==> src/rtl/lcd_ctl_pkg.sv <==
package lcd_ctl_pkg;
  typedef enum logic [1:0] {ST_IDLE, ST_RUN, ST_DRAIN} run_st_t;

  // word indices within the register window
  localparam int W_CTL  = 0;
  localparam int W_STS  = 4;
  localparam int W_DISP = 7;

  // control bit positions (decoded by the raster engine and software)
  localparam int C_EN      = 0;
  localparam int C_IE_VS   = 2;
  localparam int C_IE_DONE = 3;
  localparam int C_IE_PAL  = 4;
  localparam int C_IE_LNA  = 5;
  localparam int C_IE_LN   = 6;
  localparam int C_TFT     = 7;
  localparam int C_LCLR    = 10;
  localparam int C_MODE_LO = 20;

  // status flag positions
  localparam int S_DONE = 0;
  localparam int S_VS   = 1;
  localparam int S_SL   = 2;
  localparam int S_ACB  = 3;
  localparam int S_LN   = 4;
  localparam int S_UF   = 5;
  localparam int S_PAL  = 6;
  localparam int NFLAG  = 7;

  localparam logic [1:0] MODE_PAL_ONLY = 2'b01;

  function automatic logic is_aux_word(input int w);
    return (w == 1) || (w == 2) || (w == 3) || (w == 5) || (w == 6);
  endfunction
endpackage

==> src/rtl/lcd_ctl_seq.sv <==
module lcd_ctl_seq
  import lcd_ctl_pkg::*;
(
  input  logic clk,
  input  logic rst_n,
  input  logic ctl_wr,
  input  logic en_wdata,
  input  logic frame_end,
  output logic start,
  output logic stop,
  output logic finish,
  output logic running,
  output logic draining
);
  run_st_t st_q, st_d;
  logic    cancel;

  assign start  = ctl_wr &  en_wdata & (st_q == ST_IDLE);
  assign stop   = ctl_wr & ~en_wdata & (st_q == ST_RUN);
  assign cancel = ctl_wr &  en_wdata & (st_q == ST_DRAIN);
  assign finish = (st_q == ST_DRAIN) & ~cancel & frame_end;

  always_comb begin
    st_d = st_q;
    unique case (st_q)
      ST_IDLE:  if (start) st_d = ST_RUN;
      ST_RUN:   if (stop) st_d = ST_DRAIN;
      ST_DRAIN: begin
        if (cancel)      st_d = ST_RUN;
        else if (finish) st_d = ST_IDLE;
      end
      default:  st_d = ST_IDLE;
    endcase
  end

  always_ff @(posedge clk or negedge rst_n)
    if (!rst_n) st_q <= ST_IDLE;
    else        st_q <= st_d;

  assign running  = (st_q != ST_IDLE);
  assign draining = (st_q == ST_DRAIN);
endmodule

==> src/rtl/lcd_ctl_flags.sv <==
module lcd_ctl_flags
  import lcd_ctl_pkg::*;
(
  input  logic             clk,
  input  logic             rst_n,
  input  logic [NFLAG-1:0] set_v,
  input  logic             start,
  input  logic             stop,
  input  logic             sts_wr,
  input  logic [NFLAG-1:0] sts_wdata,
  input  logic             pal_only,
  output logic [NFLAG-1:0] flags
);
  logic [NFLAG-1:0] clr_v;
  logic             w0c;

  always_comb begin
    w0c          = 1'b0;
    clr_v        = '0;
    clr_v[S_DONE] = start;
    clr_v[S_VS]   = sts_wr & ~sts_wdata[S_VS];
    clr_v[S_ACB]  = sts_wr & ~sts_wdata[S_ACB];
    clr_v[S_LN]   = sts_wr & ~sts_wdata[S_LN];
    clr_v[S_SL]   = stop;
    clr_v[S_UF]   = stop;
    w0c           = sts_wr & ~sts_wdata[S_PAL];
    clr_v[S_PAL]  = pal_only ? w0c : stop;
  end

  for (genvar b = 0; b < NFLAG; b++) begin : g_flag
    always_ff @(posedge clk or negedge rst_n)
      if (!rst_n)        flags[b] <= 1'b0;
      else if (set_v[b]) flags[b] <= 1'b1;
      else if (clr_v[b]) flags[b] <= 1'b0;
  end
endmodule

==> src/rtl/lcd_ctl_aux.sv <==
module lcd_ctl_aux
  import lcd_ctl_pkg::*;
#(
  parameter int DATA_W = 32,
  parameter int WORD_W = 3
) (
  input  logic              clk,
  input  logic              rst_n,
  input  logic              wr,
  input  logic [WORD_W-1:0] word,
  input  logic [DATA_W-1:0] wdata,
  output logic [DATA_W-1:0] rd_val
);
  localparam int NWORD = 1 << WORD_W;
  logic [DATA_W-1:0] words [NWORD];

  for (genvar w = 0; w < NWORD; w++) begin : g_word
    if (is_aux_word(w)) begin : g_store
      always_ff @(posedge clk or negedge rst_n)
        if (!rst_n)                                words[w] <= '0;
        else if (wr && (word == WORD_W'(w)))       words[w] <= wdata;
    end else begin : g_none
      assign words[w] = '0;
    end
  end

  assign rd_val = words[word];
endmodule

==> src/rtl/lcd_ctl_regs.sv <==
module lcd_ctl_regs
  import lcd_ctl_pkg::*;
#(
  parameter int ADDR_W = 8,
  parameter int DATA_W = 32
) (
  input  logic              clk,
  input  logic              rst_n,
  input  logic              bus_wr,
  input  logic              bus_rd,
  input  logic [ADDR_W-1:0] bus_addr,
  input  logic [DATA_W-1:0] bus_wdata,
  output logic [DATA_W-1:0] bus_rdata,
  input  logic              evt_frame_end,
  input  logic              evt_vsync,
  input  logic              evt_sync_lost,
  input  logic              evt_acb,
  input  logic              evt_line,
  input  logic              evt_underflow,
  input  logic              evt_pal_loaded,
  output logic              ctl_run,
  output logic              ctl_tft,
  output logic [1:0]        ctl_load_mode,
  output logic              ctl_line_clr_sel,
  output logic              irq
);
  localparam int BYTE_OFS = $clog2(DATA_W / 8);
  localparam int WORD_W   = 3;
  localparam logic [DATA_W-1:0] CTL_MASK =
      (DATA_W'(1) << C_EN) | (DATA_W'(5'h1f) << C_IE_VS) | (DATA_W'(1) << C_TFT) |
      (DATA_W'(1) << C_LCLR) | (DATA_W'(2'b11) << C_MODE_LO);

  logic              hit, ctl_wr, sts_wr;
  logic [WORD_W-1:0] word;
  logic [DATA_W-1:0] ctl_q, aux_rd, rd_mux;
  logic              start, stop, finish, running, draining;
  logic [NFLAG-1:0]  flags, set_v;

  assign hit    = (bus_addr[ADDR_W-1:BYTE_OFS+WORD_W] == '0) &&
                  (bus_addr[BYTE_OFS-1:0] == '0);
  assign word   = bus_addr[BYTE_OFS+WORD_W-1:BYTE_OFS];
  assign ctl_wr = bus_wr & hit & (word == WORD_W'(W_CTL));
  assign sts_wr = bus_wr & hit & (word == WORD_W'(W_STS));

  always_ff @(posedge clk or negedge rst_n)
    if (!rst_n)      ctl_q <= '0;
    else if (ctl_wr) ctl_q <= bus_wdata & CTL_MASK;

  lcd_ctl_seq u_seq (
    .clk      (clk),
    .rst_n    (rst_n),
    .ctl_wr   (ctl_wr),
    .en_wdata (bus_wdata[C_EN]),
    .frame_end(evt_frame_end),
    .start    (start),
    .stop     (stop),
    .finish   (finish),
    .running  (running),
    .draining (draining)
  );

  always_comb begin
    set_v         = '0;
    set_v[S_DONE] = finish;
    set_v[S_VS]   = evt_vsync;
    set_v[S_SL]   = evt_sync_lost;
    set_v[S_ACB]  = evt_acb;
    set_v[S_LN]   = evt_line;
    set_v[S_UF]   = evt_underflow;
    set_v[S_PAL]  = evt_pal_loaded;
  end

  lcd_ctl_flags u_flags (
    .clk      (clk),
    .rst_n    (rst_n),
    .set_v    (set_v),
    .start    (start),
    .stop     (stop),
    .sts_wr   (sts_wr),
    .sts_wdata(bus_wdata[NFLAG-1:0]),
    .pal_only (ctl_q[C_MODE_LO+1:C_MODE_LO] == MODE_PAL_ONLY),
    .flags    (flags)
  );

  lcd_ctl_aux #(.DATA_W(DATA_W), .WORD_W(WORD_W)) u_aux (
    .clk   (clk),
    .rst_n (rst_n),
    .wr    (bus_wr & hit),
    .word  (word),
    .wdata (bus_wdata),
    .rd_val(aux_rd)
  );

  always_comb begin
    case (word)
      WORD_W'(W_CTL):  rd_mux = ctl_q;
      WORD_W'(W_STS):  rd_mux = DATA_W'(flags);
      WORD_W'(W_DISP): rd_mux = DATA_W'({draining, running});
      default:         rd_mux = aux_rd;
    endcase
  end

  always_ff @(posedge clk or negedge rst_n)
    if (!rst_n)      bus_rdata <= '0;
    else if (bus_rd) bus_rdata <= hit ? rd_mux : '0;

  assign ctl_run          = running;
  assign ctl_tft          = ctl_q[C_TFT];
  assign ctl_load_mode    = ctl_q[C_MODE_LO+1:C_MODE_LO];
  assign ctl_line_clr_sel = ctl_q[C_LCLR];

  assign irq = (flags[S_DONE] & ctl_q[C_IE_DONE]) |
               (flags[S_VS]   & ctl_q[C_IE_VS])   |
               (flags[S_PAL]  & ctl_q[C_IE_PAL])  |
               (flags[S_LN]   & (ctl_q[C_IE_LNA] | ctl_q[C_IE_LN])) |
               flags[S_SL] | flags[S_UF];
endmodule

==> config.mk <==
export PLATFORM = sky130hd
export DESIGN_NAME = lcd_ctl_regs
export DESIGN_NICKNAME = d
export VERILOG_FILES = /design/src/rtl/lcd_ctl_pkg.sv /design/src/rtl/lcd_ctl_seq.sv /design/src/rtl/lcd_ctl_flags.sv /design/src/rtl/lcd_ctl_aux.sv /design/src/rtl/lcd_ctl_regs.sv
export SDC_FILE = /design/constraint.sdc
export NUM_CORES = 1
export LEC_CHECK = 0
export BUFFER_PORTS_ARGS = -buffer_cell sky130_fd_sc_hd__clkbuf_2
export CORE_AREA = 2 2 124 126
export CTS_CLUSTER_DIAMETER = 60
export DETAILED_ROUTE_END_ITERATION = 8
export DIE_AREA = 0 0 126 128
export PLACE_DENSITY = 0.88
export SETUP_SLACK_MARGIN = 0.2
export SKIP_LAST_GASP = 1
export SYNTH_ARGS = -nofsm -noshare
export SYNTH_HDL_FRONTEND = slang
export SYNTH_SLANG_ARGS = --single-unit
==> constraint.sdc <==
create_clock -name clk -period 3 [get_ports clk]
set_input_delay 0.45 -clock clk [delete_from_list [all_inputs] [get_ports clk]]
set_output_delay 0.45 -clock clk [all_outputs]
set_load 0.02 [all_outputs]
==> impl_metrics.csv <==
group,metric,value,unit
grt,grt_remaining_overflow,0,
power_and_ir_drop,peakVddDrop,0.000508,V
route,drc_errors,0,
grt,grt_max_degree,75,
placed_design,place_inst,935,
critical_path,worstPathArrival,2.29,ns
grt,antenna_found_initial,0,
route,vias,6446,
timing,min_period,1.91,ns
final_layout,area_growth,16.2,%
yosys,synth_commonest_cells,"dfrtp_1 (211), mux2_2 (194), a221oi_1 (42), clkbuf_1 (29), inv_1 (29)",
yosys,synth_nets,735,
timing,rsz0062_at_grt,"no",
status,outcome,"complete, no violations",
yosys,synth.most_common_cell,"dfrtp_1",
critical_path,cp.required,3.38,ns
critical_path,rr_startpoint,"u_seq.st_q[1]",
grt,grt_usage,0.290,
yosys,synth_seq_area_share,0.569,
placed_design,gp_congestion,0.868,
placed_design,dp.final_hpwl,14100,microns
critical_path,crit_path_end_kind,"flop",
route,ant_nets,0,
power_and_ir_drop,p_leak,5.40,nW
critical_path,r2r-end,"u_flags.flags[6]",
power_and_ir_drop,power_density,600,nW/um^2
final_layout,multi_input_area,3700,sq um
route,wl_per_cell,23.5,microns
clock_tree,root_buffer,"clkbuf_16",
critical_path,critPathMaxStageDelay,0.50,ns
yosys,avgSynthCellArea,13.6,sq um
final_layout,drive_gt1_frac,0.448,
yosys,yosys.area.top_type_share,0.569,
yosys,synth_area_leaders,"dfrtp_1 (57%), mux2_2 (24%), a221oi_1 (4.0%), o32ai_1 (2.5%), mux2i_1 (1.3%)",
critical_path,worst-r2r-cell-count,2,
floorplanning,dieArea,16100,sq um
placed_design,portBuffers,88,
grt,grt_pass1_wl,36700,microns
critical_path,endpoint,"u_aux.words[209]",
floorplanning,chipWidth,126,microns
power_and_ir_drop,p_switching,1.46,mW
power_and_ir_drop,p_int,5.02,mW
final_layout,num-fill-cells,938,
yosys,yosysTopAreaCell,"dfrtp_1",
yosys,synth_cell_type_count,39,
critical_path,start_kind,"input port",
timing,setup_viol,0,
timing,slew_headroom,0.594,
grt,grt_pass1_vias,6976,
timing,final_max_slew_viol_count,0,
timing,hold_viol,0,
critical_path,cp_max_fo,48,
yosys,postSynthCellCount,684,
route,routed_wl,23000,microns
clock_tree,clk_pin_slew,0.06,ns
critical_path,slowest_stage,"buf_4",
timing,finClkSkew,0.0117,ns
power_and_ir_drop,clockPowerShare,0.460,
min_path,hold_path.class,"input port to flop",
yosys,netlist_area,9280,sq um
clock_tree,cts_resized,0,
floorplanning,start_util,0.624,
clock_tree,clk_latency,0.51,ns
timing,tns,0,ns
critical_path,crit_type,"input port to flop",
final_layout,seq_area,5280,sq um
yosys,synthArstFlopShare,1.00,
final_layout,n_antenna_cell,0,
clock_tree,cts_tree,"yes",
job,cap_violations,0,
yosys,synth.ff_latch_count,211,
timing,fmax,524,MHz
timing,worst_pin_slew,0.610,ns
critical_path,r2r_slack,1.64,ns
clock_tree,clk_path_buf_depth,3,
yosys,synth-edff-count,0,
critical_path,startpoint,"bus_addr[4]",
clock_tree,cts-buffers-inserted,22,
clock_tree,postCtsSetupRepairBufs,0,
critical_path,crit_path_frequent_cell,"buf_4",
critical_path,cp_cell_sequence,"clkbuf_2, buf_4, nor2_1, nand4_1, buf_4, mux2_2",
route,drt-initial-drc-count,467,
clock_tree,htree_levels,1,
yosys,yosysWarnings,0,
floorplanning,io_pins,89,
floorplanning,row_count,45,
power_and_ir_drop,seqPwrFrac,0.467,
final_layout,instances_no_fill,976,
route,drt_pass1_iterations,6,
route,routed_via_density,6.60,
power_and_ir_drop,p_comb_frac,0.073,
final_layout,final_nets,823,
floorplanning,die_h,128,microns
power_and_ir_drop,p_sw_frac,0.225,
floorplanning,core,14900,sq um
timing,period_share,0.636,
clock_tree,hold_buffers,1,
power_and_ir_drop,total_power,6.48,mW
yosys,ys.flop_type,"dfrtp_1",
clock_tree,cts.sinks,211,
## worst min path at each step
stage,startpoint,end,cells past startpoint
2_1_floorplan,rst_n,bus_rdata[0],0
3_3_place_gp,ctl_q[0],ctl_q[0],1
3_5_place_dp,ctl_q[0],ctl_q[0],1
4_1_cts,evt_underflow,u_flags.flags[5],2
5_1_grt,evt_sync_lost,u_flags.flags[2],2
6_report,evt_underflow,u_flags.flags[5],2
## cells in the final DEF (no fill, tap or decap), types with 5 or more instances in the layout
master | netlist | layout
bufinv_16 | 0 | 5
nand2_1 | 8 | 8
clkinv_2 | 0 | 7
a221oi_1 | 42 | 42
o2bb2ai_1 | 8 | 8
inv_1 | 29 | 29
nand3_1 | 7 | 6
dfrtp_1 | 211 | 211
clkbuf_16 | 0 | 23
o32ai_1 | 27 | 27
nand2b_1 | 10 | 10
clkbuf_2 | 0 | 87
a22o_1 | 12 | 12
a21oi_1 | 12 | 12
mux2_2 | 194 | 194
mux2i_1 | 12 | 12
nor2_1 | 16 | 16
buf_4 | 2 | 25
## logic make-up (layout without fill, tap and decap cells)
logic type             count (synthesis)  count (layout)  synth area share
flip-flops                           211             211             0.569
buffers and inverters                 80             184            0.0341
multiplexers                         208             208             0.253
AO/OA/AOI/OAI                        126             126             0.110
AND/OR/NAND/NOR                       59              59            0.0336
## metrics by stage
step	cell area (sq um)	util	setup WS, ns	hold WS, ns
after floorplan	9280	-	0.552	0.154
after global placement	9980	0.671	0.642	0.461
after detailed placement	9980	0.671	0.609	0.476
after CTS	10800	0.726	1.10	0.117
after global routing	10800	0.726	1.01	0.125
final	10800	0.726	1.09	0.124
## layer usage
metal  global-route usage  share of wire  vias to the layer above
li1                     -              -                     2770
met1                0.389           0.41                     3326
met2                0.480           0.49                      303
met3               0.0513          0.072                       47
met4                0.110          0.025                        0
met5                    0              0                        -
## layout make-up
type                    count  share of cell area
flip-flops and latches    211               0.489
multi-input cells         393               0.343
repair buffers            115              0.0618
clock buffers              27              0.0557
well taps                 188              0.0218
clock inverters            13              0.0182
inverters                  29              0.0101
## state kept, by name, indices dropped and copies added, names as in the netlist
register and count:
u_seq.st_q 2, u_aux.words 160, u_flags.flags 7, bus_rdata 32, ctl_q 10
## critical path: cells and delay by family
family	cells	cell delay, ns
buffers and inverters	3	1.03
AND/OR/NAND/NOR	2	0.38
multiplexers	1	0.40
## power by group through the flow
stage / Combinational, mW / Clock (mW) / Sequential (mW)
after global routing: 0.516 / 3.14 / 3.03
after CTS: 0.474 / 3.01 / 3.02
after global placement: 0.442 / 0 / 3.06
after floorplan: 0.258 / 0 / 3.05
after detailed placement: 0.468 / 0 / 3.07
final: 0.474 / 2.98 / 3.02
Power figures use the tool's default switching activity.
